**src/rtl/acc16_pkg.sv**
```systemverilog
package acc16_pkg;

    localparam int OP_W = 4;

    typedef enum logic [OP_W-1:0] {
        OP_LOAD  = 4'd0,
        OP_STORE = 4'd1,
        OP_ADD   = 4'd2,
        OP_SUB   = 4'd3,
        OP_JUMP  = 4'd4,
        OP_JPOS  = 4'd5,
        OP_JNZ   = 4'd6,
        OP_STOP  = 4'd7
    } opcode_t;

    typedef enum logic {
        PH_EXEC  = 1'b0,
        PH_FETCH = 1'b1
    } phase_t;

    typedef enum logic [2:0] {
        ALU_ZERO,
        ALU_PASSB,
        ALU_INCB,
        ALU_ADD,
        ALU_SUB
    } alu_fn_t;

    typedef enum logic {
        ASEL_PC,
        ASEL_OPND
    } asel_t;

    typedef enum logic {
        BSRC_DATA,
        BSRC_ADDR
    } bsrc_t;

    typedef struct packed {
        logic a_en;
        logic b_zero;
        logic b_inv;
        logic cin;
    } alu_ctl_t;

    typedef struct packed {
        asel_t   asel;
        bsrc_t   bsel;
        alu_fn_t fn;
        logic    acc_we;
        logic    pc_we;
        logic    ir_we;
        logic    drive;
        logic    req;
        logic    rnw;
        logic    halt_set;
        phase_t  nxt_phase;
    } ctl_t;

    function automatic alu_ctl_t alu_decode(input alu_fn_t fn);
        alu_ctl_t c;
        c = '{a_en: 1'b0, b_zero: 1'b0, b_inv: 1'b0, cin: 1'b0};
        case (fn)
            ALU_ZERO:  c.b_zero = 1'b1;
            ALU_PASSB: c = c;
            ALU_INCB:  c.cin = 1'b1;
            ALU_ADD:   c.a_en = 1'b1;
            ALU_SUB:   begin c.a_en = 1'b1; c.b_inv = 1'b1; c.cin = 1'b1; end
            default:   c.b_zero = 1'b1;
        endcase
        return c;
    endfunction

    function automatic ctl_t idle_ctl(input phase_t hold);
        ctl_t c;
        c.asel      = ASEL_PC;
        c.bsel      = BSRC_ADDR;
        c.fn        = ALU_PASSB;
        c.acc_we    = 1'b0;
        c.pc_we     = 1'b0;
        c.ir_we     = 1'b0;
        c.drive     = 1'b0;
        c.req       = 1'b0;
        c.rnw       = 1'b1;
        c.halt_set  = 1'b0;
        c.nxt_phase = hold;
        return c;
    endfunction

    function automatic ctl_t fetch_ctl(input asel_t src);
        ctl_t c;
        c = idle_ctl(PH_EXEC);
        c.asel  = src;
        c.bsel  = BSRC_ADDR;
        c.fn    = ALU_INCB;
        c.req   = 1'b1;
        c.ir_we = 1'b1;
        c.pc_we = 1'b1;
        return c;
    endfunction

    function automatic ctl_t operand_ctl(input alu_fn_t fn, input logic wr);
        ctl_t c;
        c = idle_ctl(PH_FETCH);
        c.asel   = ASEL_OPND;
        c.bsel   = BSRC_DATA;
        c.fn     = fn;
        c.req    = 1'b1;
        c.rnw    = ~wr;
        c.drive  = wr;
        c.acc_we = ~wr;
        return c;
    endfunction

endpackage

```
**src/rtl/acc16_alu.sv**
```systemverilog
module acc16_alu
    import acc16_pkg::*;
#(
    parameter int W = 16
) (
    input  logic [W-1:0] a,
    input  logic [W-1:0] b,
    input  alu_fn_t      fn,
    output logic [W-1:0] y
);
    alu_ctl_t     c;
    logic [W-1:0] a_g;
    logic [W-1:0] b_g;
    logic [W-1:0] b_x;

    always_comb begin
        c   = alu_decode(fn);
        a_g = c.a_en ? a : '0;
        b_g = c.b_zero ? '0 : b;
        b_x = c.b_inv ? ~b_g : b_g;
        y   = a_g + b_x + {{(W-1){1'b0}}, c.cin};
    end

    always_comb begin
        if (fn == ALU_ZERO) begin
            a_zero_r1 : assert (y == '0);
        end
    end
endmodule

```
**src/rtl/acc16_ctrl.sv**
```systemverilog
module acc16_ctrl
    import acc16_pkg::*;
(
    input  logic            clk,
    input  logic            rst,
    input  logic [OP_W-1:0] opcode,
    input  logic            acc_neg,
    input  logic            acc_zero,
    output ctl_t            ctl,
    output logic            halted
);
    phase_t phase_q;

    always_comb begin
        ctl = idle_ctl(phase_q);
        if (rst) begin
            ctl.fn        = ALU_ZERO;
            ctl.pc_we     = 1'b1;
            ctl.acc_we    = 1'b1;
            ctl.nxt_phase = PH_FETCH;
        end else if (phase_q == PH_FETCH) begin
            ctl = fetch_ctl(ASEL_PC);
        end else begin
            case (opcode)
                OP_LOAD:  ctl = operand_ctl(ALU_PASSB, 1'b0);
                OP_STORE: ctl = operand_ctl(ALU_PASSB, 1'b1);
                OP_ADD:   ctl = operand_ctl(ALU_ADD, 1'b0);
                OP_SUB:   ctl = operand_ctl(ALU_SUB, 1'b0);
                OP_JUMP:  ctl = fetch_ctl(ASEL_OPND);
                OP_JPOS:  ctl = fetch_ctl(acc_neg ? ASEL_PC : ASEL_OPND);
                OP_JNZ:   ctl = fetch_ctl(acc_zero ? ASEL_PC : ASEL_OPND);
                OP_STOP:  ctl.halt_set = 1'b1;
                default:  ctl = fetch_ctl(ASEL_PC);
            endcase
        end
    end

    always_ff @(posedge clk) begin
        if (rst) begin
            phase_q <= PH_FETCH;
            halted  <= 1'b0;
        end else begin
            phase_q <= ctl.nxt_phase;
            if (ctl.halt_set) halted <= 1'b1;
        end
    end

    p_fetch_then_exec_r2 : assert property (@(posedge clk) disable iff (rst)
        (phase_q == PH_FETCH) |=> (phase_q == PH_EXEC));

    p_halt_sticky_r10 : assert property (@(posedge clk) disable iff (rst)
        halted |=> halted);

    p_halt_no_req_r10 : assert property (@(posedge clk) disable iff (rst)
        halted |-> !ctl.req);

    p_unused_noop_r11 : assert property (@(posedge clk) disable iff (rst)
        (phase_q == PH_EXEC && opcode[OP_W-1]) |-> (!ctl.acc_we && ctl.rnw && ctl.asel == ASEL_PC));
endmodule

```
**src/rtl/acc16_core.sv**
```systemverilog
module acc16_core
    import acc16_pkg::*;
#(
    parameter int ADDR_W = 12
) (
    input  logic                   clk,
    input  logic                   rst,
    output logic [ADDR_W-1:0]      mem_addr,
    input  logic [ADDR_W+OP_W-1:0] mem_rdata,
    output logic [ADDR_W+OP_W-1:0] mem_wdata,
    output logic                   mem_req,
    output logic                   mem_rnw,
    output logic                   halted
);
    localparam int DATA_W = ADDR_W + OP_W;

    logic [DATA_W-1:0] acc_q;
    logic [ADDR_W-1:0] pc_q;
    logic [DATA_W-1:0] ir_q;
    logic [ADDR_W-1:0] opnd;
    logic [OP_W-1:0]   opcode;
    logic [DATA_W-1:0] alu_b;
    logic [DATA_W-1:0] alu_y;
    logic              acc_zero;
    ctl_t              ctl;

    assign opnd     = ir_q[ADDR_W-1:0];
    assign opcode   = ir_q[DATA_W-1 -: OP_W];
    assign acc_zero = (acc_q == '0);

    acc16_ctrl u_ctrl (
        .clk      (clk),
        .rst      (rst),
        .opcode   (opcode),
        .acc_neg  (acc_q[DATA_W-1]),
        .acc_zero (acc_zero),
        .ctl      (ctl),
        .halted   (halted)
    );

    assign mem_addr  = (ctl.asel == ASEL_PC) ? pc_q : opnd;
    assign mem_req   = ctl.req;
    assign mem_rnw   = ctl.rnw;
    assign mem_wdata = ctl.drive ? acc_q : '0;
    assign alu_b     = (ctl.bsel == BSRC_DATA) ? mem_rdata
                                               : {{OP_W{1'b0}}, mem_addr};

    acc16_alu #(.W(DATA_W)) u_alu (
        .a  (acc_q),
        .b  (alu_b),
        .fn (ctl.fn),
        .y  (alu_y)
    );

    always_ff @(posedge clk) begin
        if (ctl.acc_we) acc_q <= alu_y;
        if (ctl.pc_we)  pc_q  <= alu_y[ADDR_W-1:0];
        if (rst)             ir_q <= '0;
        else if (ctl.ir_we)  ir_q <= mem_rdata;
    end

    p_reset_pc_zero_r1 : assert property (@(posedge clk) disable iff (rst)
        $past(rst) |-> (pc_q == '0 && acc_q == '0));

    p_fetch_increment_r2 : assert property (@(posedge clk) disable iff (rst)
        (mem_req && ctl.ir_we) |=> (pc_q == ADDR_W'($past(mem_addr) + 1'b1)));

    p_store_data_r5 : assert property (@(posedge clk) disable iff (rst)
        (mem_req && !mem_rnw) |-> (mem_wdata == acc_q && mem_addr == opnd));

    p_halt_frozen_r10 : assert property (@(posedge clk) disable iff (rst)
        halted |=> ($stable(acc_q) && $stable(pc_q) && $stable(ir_q)));
endmodule

```
**config.mk**
```make
export PLATFORM = sky130hd
export DESIGN_NAME = acc16_core
export DESIGN_NICKNAME = d
export VERILOG_FILES = /design/src/rtl/acc16_pkg.sv /design/src/rtl/acc16_alu.sv /design/src/rtl/acc16_ctrl.sv /design/src/rtl/acc16_core.sv
export SDC_FILE = /design/constraint.sdc
export NUM_CORES = 1
export LEC_CHECK = 0
export CORE_ASPECT_RATIO = 1.5
export CORE_MARGIN = 8
export CORE_UTILIZATION = 40
export CTS_CLUSTER_DIAMETER = 40
export DETAILED_ROUTE_END_ITERATION = 8
export DONT_BUFFER_PORTS = 1
export SKIP_CTS_REPAIR_TIMING = 1
export SYNTH_ARGS = -nofsm -noshare
export SYNTH_HDL_FRONTEND = slang
export SYNTH_SLANG_ARGS = --single-unit
```
**constraint.sdc**
```tcl
create_clock -name clk -period 3.34 [get_ports clk]
set_input_delay 0.501 -clock clk [delete_from_list [all_inputs] [get_ports clk]]
set_output_delay 0.501 -clock clk [all_outputs]
set_load 0.01 [all_outputs]
```
## After elaboration in Yosys (flattened, before gate mapping)

Cells that the tools add are included.

- Flip-flop bits (word level): 46
- Bits of input ports: 18
- Output and inout bits: 31
- Word-level logic and storage cells: 43

- Add/subtract/negate cells: 2
- Eq/ne operators: 11
- Multiplexer cells: 18
- Bitwise gates (word level): 1
- Reduce and logical (&&, ||, !) cells: 6

Operator list:

| operator | count |
|---|---|
| $pmux 11 s8 | 1 |
| $mux 16 | 5 |
| $add 16x1->16 | 1 |
| $add 16x16->16 | 1 |
| $eq 4x3->1 const B | 4 |
| $logic_not 16->1 | 1 |
| $not 16->16 | 1 |
| $mux 13 | 1 |
| $mux 12 | 1 |
| $mux 5 | 2 |
| $eq 4x2->1 const B | 2 |
| $reduce_or 4->1 | 2 |
| $mux 1 | 7 |
| $eq 3x2->1 const B | 2 |
| $eq 4x1->1 const B | 1 |
| $logic_not 4->1 | 1 |
| $reduce_or 2->1 | 2 |
| $eq 3x1->1 const B | 1 |
| $eq 3x3->1 const B | 1 |
| $mux 2 | 1 |

## Logic depth before layout (Yosys ltp)

- Depth after elaboration: 12
- Mapped depth: 13
- Mapped depth without buffers: 13

## Cells and area by module

A second synthesis with hierarchy kept.

- Cell total of the unflattened synthesis: 372
- Area total of the unflattened synthesis: 3403.3 µm²

By module, submodules not included:

| module | times used | cells each | area an instance (µm²) | seq. area each (µm²) |
|---|---|---|---|---|
| acc16_core | 1 | 133 | 1930.6 | 1161.1 |
| acc16_alu | 1 | 206 | 1247.4 | 0.0 |
| acc16_ctrl | 1 | 33 | 225.2 | 40.0 |

## Worst setup path before layout

Ideal clock, no wire load.

- Path type: register to register
- From: reg acc_q[15]
- To: reg acc_q[13] (data pin)
- Library setup time: 0.195 ns
- Data arrival time: 3.239 ns
- Data required time: 3.145 ns
- Setup slack: -0.094 ns
- Stages on the path, launching flop included: 12
- Buffers on the path: 0
- Period minus slack after synthesis: 3.434 ns
- Cells stage by stage: edfxtp_1 > nor4_1 > a41oi_1 > o21bai_4 > mux2_2 > a22o_1 > fa_1 > a211oi_1 > o21a_1 > a211oi_2 > or4b_1 > o311ai_0

- Longest elaborated chain between the ends: 12
- Elaborated cells on any way between the ends: 13
- Those cells by class: 2 x add/sub; 9 x mux; 1 x bitwise; 1 x reduce/logical

Ends and longest elaborated chain:

| what | RTL line | RTL |
|---|---|---|
| start, declared | acc16_core.sv:17 | `logic [DATA_W-1:0] acc_q;` |
| start signal, assigned | acc16_core.sv:56 | `if (ctl.acc_we) acc_q <= alu_y;` |
| $logic_not 16->1 | acc16_core.sv:29 | `assign acc_zero = (acc_q == '0);` |
| $mux 1 | acc16_ctrl.sv:31 | `OP_JNZ: ctl = fetch_ctl(acc_zero ? ASEL_PC : ASEL_OPND);` |
| $pmux 11 s8 * | acc16_ctrl.sv:24 | `case (opcode)` |
| $mux 13 * | acc16_ctrl.sv:21 | `end else if (phase_q == PH_FETCH) begin` |
| $mux 2 * | acc16_ctrl.sv:16 | `if (rst) begin` |
| $mux 12 * | acc16_core.sv:41 | `assign mem_addr = (ctl.asel == ASEL_PC) ? pc_q : opnd;` |
| via mem_addr[0] | acc16_core.sv:8 | `output logic [ADDR_W-1:0] mem_addr,` |
| $mux 16 * | acc16_core.sv:45 | `assign alu_b = (ctl.bsel == BSRC_DATA) ? mem_rdata` |
| $mux 16 * | acc16_alu.sv:19 | `b_g = c.b_zero ? '0 : b;` |
| $not 16->16 | acc16_alu.sv:20 | `b_x = c.b_inv ? ~b_g : b_g;` |
| $mux 16 * | acc16_alu.sv:20 |  |
| $add 16x16->16 * | acc16_alu.sv:21 | `y = a_g + b_x + {{(W-1){1'b0}}, c.cin};` |
| $add 16x1->16 * | acc16_alu.sv:21 |  |
| via alu_y[13] | acc16_core.sv:23 | `logic [DATA_W-1:0] alu_y;` |

The timed path passes the listed nets; every way through them passes the cells marked *.
A chain may end at the register's enable or synchronous reset.

## Worst setup path in the final report

- From: reg acc_q[2]
- To: reg acc_q[13] (data pin)

- Longest elaborated chain between the ends: 12
- Elaborated cells on any way between the ends: 13
- Those cells by class: 2 x add/sub; 9 x mux; 1 x bitwise; 1 x reduce/logical

Ends and longest elaborated chain:

| what | RTL line |
|---|---|
| $logic_not 16->1 | acc16_core.sv:29 |
| $mux 1 | acc16_ctrl.sv:31 |
| $pmux 11 s8 | acc16_ctrl.sv:24 |
| $mux 13 | acc16_ctrl.sv:21 |
| $mux 2 | acc16_ctrl.sv:16 |
| $mux 12 | acc16_core.sv:41 |
| $mux 16 | acc16_core.sv:45 |
| $mux 16 | acc16_alu.sv:19 |
| $not 16->16 | acc16_alu.sv:20 |
| $mux 16 | acc16_alu.sv:20 |
| $add 16x16->16 * | acc16_alu.sv:21 |
| $add 16x1->16 * | acc16_alu.sv:21 |
| via alu_y[13] | acc16_core.sv:23 |

Marked as above.

==> flow_summary_export.csv <==
group,metric,value,unit
outcome,outcome,"finished with violations",
outcome,violations,"negative setup slack",
synth,synthFlopType,"edfxtp_1",
synth,synth_top_area_share,27.88,%
drt,ant_nets,0,
die,core_area,0.007466,mm²
synth,post-synth-top-count-cell,"edfxtp_1",
drt,routed_wl,9339,µm
die,die-area,0.01063,mm²
clocking,numCtsBuffers,5,
global_route,grt_overflow_total,0,
drt,drc,0,
job,maxCapViolCount,0,
clocking,cts_tree,"done",
power,pwr-share-comb,29.7,%
finish,fin_area,0.004008,mm²
global_route,grt_max_degree,22,
timing,tns,-4309,ps
place,gp_congestion,0.8515,
power,swShare,28.81,%
timing,hold_viol_final,0,
finish,nNetsFinal,394,
global_route,grt_antenna_before_repair,0,
drt,wl_per_cell,20.17,µm
synth,synth-adder-area-share,7.137,%
drt,drt_iter0_markers,192,
power,power_per_cell_area,437.9,mW/mm²
synth,synth-simple-area-share,16.39,%
timing,fmax,266.1,MHz
power,ir_drop,194.6,µV
timing,fin_crit,3759,ps
drt,drt_pre_antenna_iters,4,
synth,avgSynthCellArea,10.54,µm²
timing,setup_ws,-418.6,ps
die,dieWidth,86.89,µm
critical_path,crit_path_end_kind,"flop",
power,intPower,1.249,mW
worst_hold_path,hold_path.class,"in -> reg",
finish,syn2layout_area_growth,32.90,%
synth,synth-compound-area-share,18.92,%
die,rows,39,
power,leakagePower,1.803,nW
die,io-pin-count,49,
power,clkPwrFrac,28.0,%
synth,synth_top_area_cell,"edfxtp_1",
timing,setup_violations,16,
critical_path,critical_path_class,"reg -> reg",
synth,yosysWarnings,0,
synth,synth.area.top_cells,"edfxtp_1, dfxtp_1, a22o_1",
drt,vias,2599,
synth,async_flop_share,0,%
synth,ys_ff_latch,46,
power,pwr-share-seq,42.3,%
global_route,grt_pass1_vias,2667,
clocking,cts.sinks,46,
critical_path,cp.required,3440,ps
clocking,cts-root-buf,"clkbuf_16",
synth,synth-edff-count,28,
finish,n_fill_cell,644,
critical_path,worstPathArrival,3860,ps
critical_path,cp-start-kind,"flop",
synth,ys_seq_area_share,39.83,%
synth,ys_top_cells_by_count,"edfxtp_1, a22o_1, xnor2_1, dfxtp_1, and2_1",
synth,syn_area,0.003015,mm²
timing,drv_slew,0,
synth,synth_nets,320,
place,placed_cell_area,0.003640,mm²
clocking,clock_path_buffers,2,
finish,antenna_cells,0,
place,placement.io_buffers,0,
die,start_util,40.39,%
synth,ys_types,49,
power,switching_power,505.6,µW
timing,rsz0062_at_grt,"yes",
synth,synth_xor_area_share,7.842,%
global_route,track_usage,17.16,%
drt,via_per_inst,5.613,
synth,synth_top_family_by_area,"compound AO/OA/AOI/OAI gates",
timing,clock_skew,7.722,ps
timing,post-route-period-util,112.5,%
global_route,grt_pass1_wl,14070,µm
power,total_power,1.755,mW
timing,maxSlewHeadroom,50.86,%
critical_path,path_max_fanout,5,
timing,worst_pin_slew,737.1,ps
place,dp_hpwl,6830,µm
die,die_h,122.3,µm
clocking,cts.htree.levels,2,
clocking,clk_pin_slew_worst_paths,70,ps
synth,netlist_instances,286,
synth,synth.mux.area_fraction,6.224,%
finish,drive_above_1_share,34.90,%
clocking,clk_latency,290,ps
## routing by layer
metal / vias up / share of wire [%] / track usage, %
met5: - / 0 / 0
met4: 0 / 2.4 / 8.009
met3: 16 / 4.8 / 3.686
met2: 65 / 53 / 30.78
met1: 1296 / 40 / 18.68
li1: 1222 / - / -
## cells in the final DEF, fill, tap and decap left out, types with 10 or more instances in the layout
master     n
nor2_1    16
edfxtp_1  28
mux2_4    11
a22o_1    24
and2_1    17
xnor2_1   19
ha_1      10
buf_4     78
and3_1    16
inv_1     10
dfxtp_1   18
## stage by stage
stage | cells | hold slack, ps | setup WS (ps) | util (%)
2_1_floorplan | 286 | 438.3 | 3.581 | -
3_3_place_gp | 448 | 458.8 | -491.2 | 48.75
3_5_place_dp | 448 | 454.6 | -500.4 | 48.75
4_1_cts | 456 | 269.9 | -549.3 | 50.61
5_1_grt | 463 | 275.1 | -565.4 | 53.68
6_report | 463 | 272.7 | -418.6 | 53.68
## cell families (layout without fill, tap and decap cells)
logic type | after synthesis | in the layout
adder cells (fa/ha/maj) | 16 | 16
buffers and inverters | 23 | 98
multiplexers | 14 | 14
flip-flops | 46 | 46
AND/OR/NAND/NOR | 85 | 85
AO/OA/AOI/OAI | 75 | 75
XOR/XNOR | 27 | 27
## final timing paths
| kind | cells after the start | end | startpoint | slack, ps |
|---|---|---|---|---|
| max | 12 | acc_q[13]$_DFFE_PP_ | acc_q[2]$_DFFE_PP_ | -420 |
| min | 1 | u_ctrl.halted$_SDFFE_PP0P_ | rst | 270 |
| max reg2reg | 12 | acc_q[13]$_DFFE_PP_ | acc_q[2]$_DFFE_PP_ | -420 |
| min reg2reg | 1 | ir_q[9]$_SDFFE_PP0P_ | ir_q[9]$_SDFFE_PP0P_ | 480 |
## sequential cells by signal, indices dropped and copies added (netlist names)
signal / cells
acc_q: 16
u_ctrl.phase_q: 1
ir_q: 16
u_ctrl.halted: 1
pc_q: 12
## power by group through the flow
stage	sequential, mW	clock, mW	combinational (mW)
4_1_cts	0.735	0.498	0.474
3_5_place_dp	0.746	0	0.471
5_1_grt	0.750	0.518	0.556
2_1_floorplan	0.732	0	0.262
6_report	0.743	0.491	0.522
3_3_place_gp	0.745	0	0.469
## worst max-delay path, stage by stage, from the launching register on
cell and delay [ps]:
edfxtp_1 390, nor4_1 500, a41oi_4 180, o21bai_4 260, buf_8 170, mux2_4 310
a22o_1 270, ha_4 250, o21a_1 180, o211ai_1 360, a211oi_4 70, or4b_1 530
o311ai_1 100
## area by class of cell
class,instances,area [µm²],area share (%)
clock buffers,6,128.9,3.216
clock inverters,2,10.01,0.2498
inverters,10,37.54,0.9366
multi-input cells,217,1877,46.83
flip-flops and latches,46,1201,29.97
well taps,102,127.6,3.185
repair buffers,80,625.6,15.61
(Power assumes the default switching activity.)
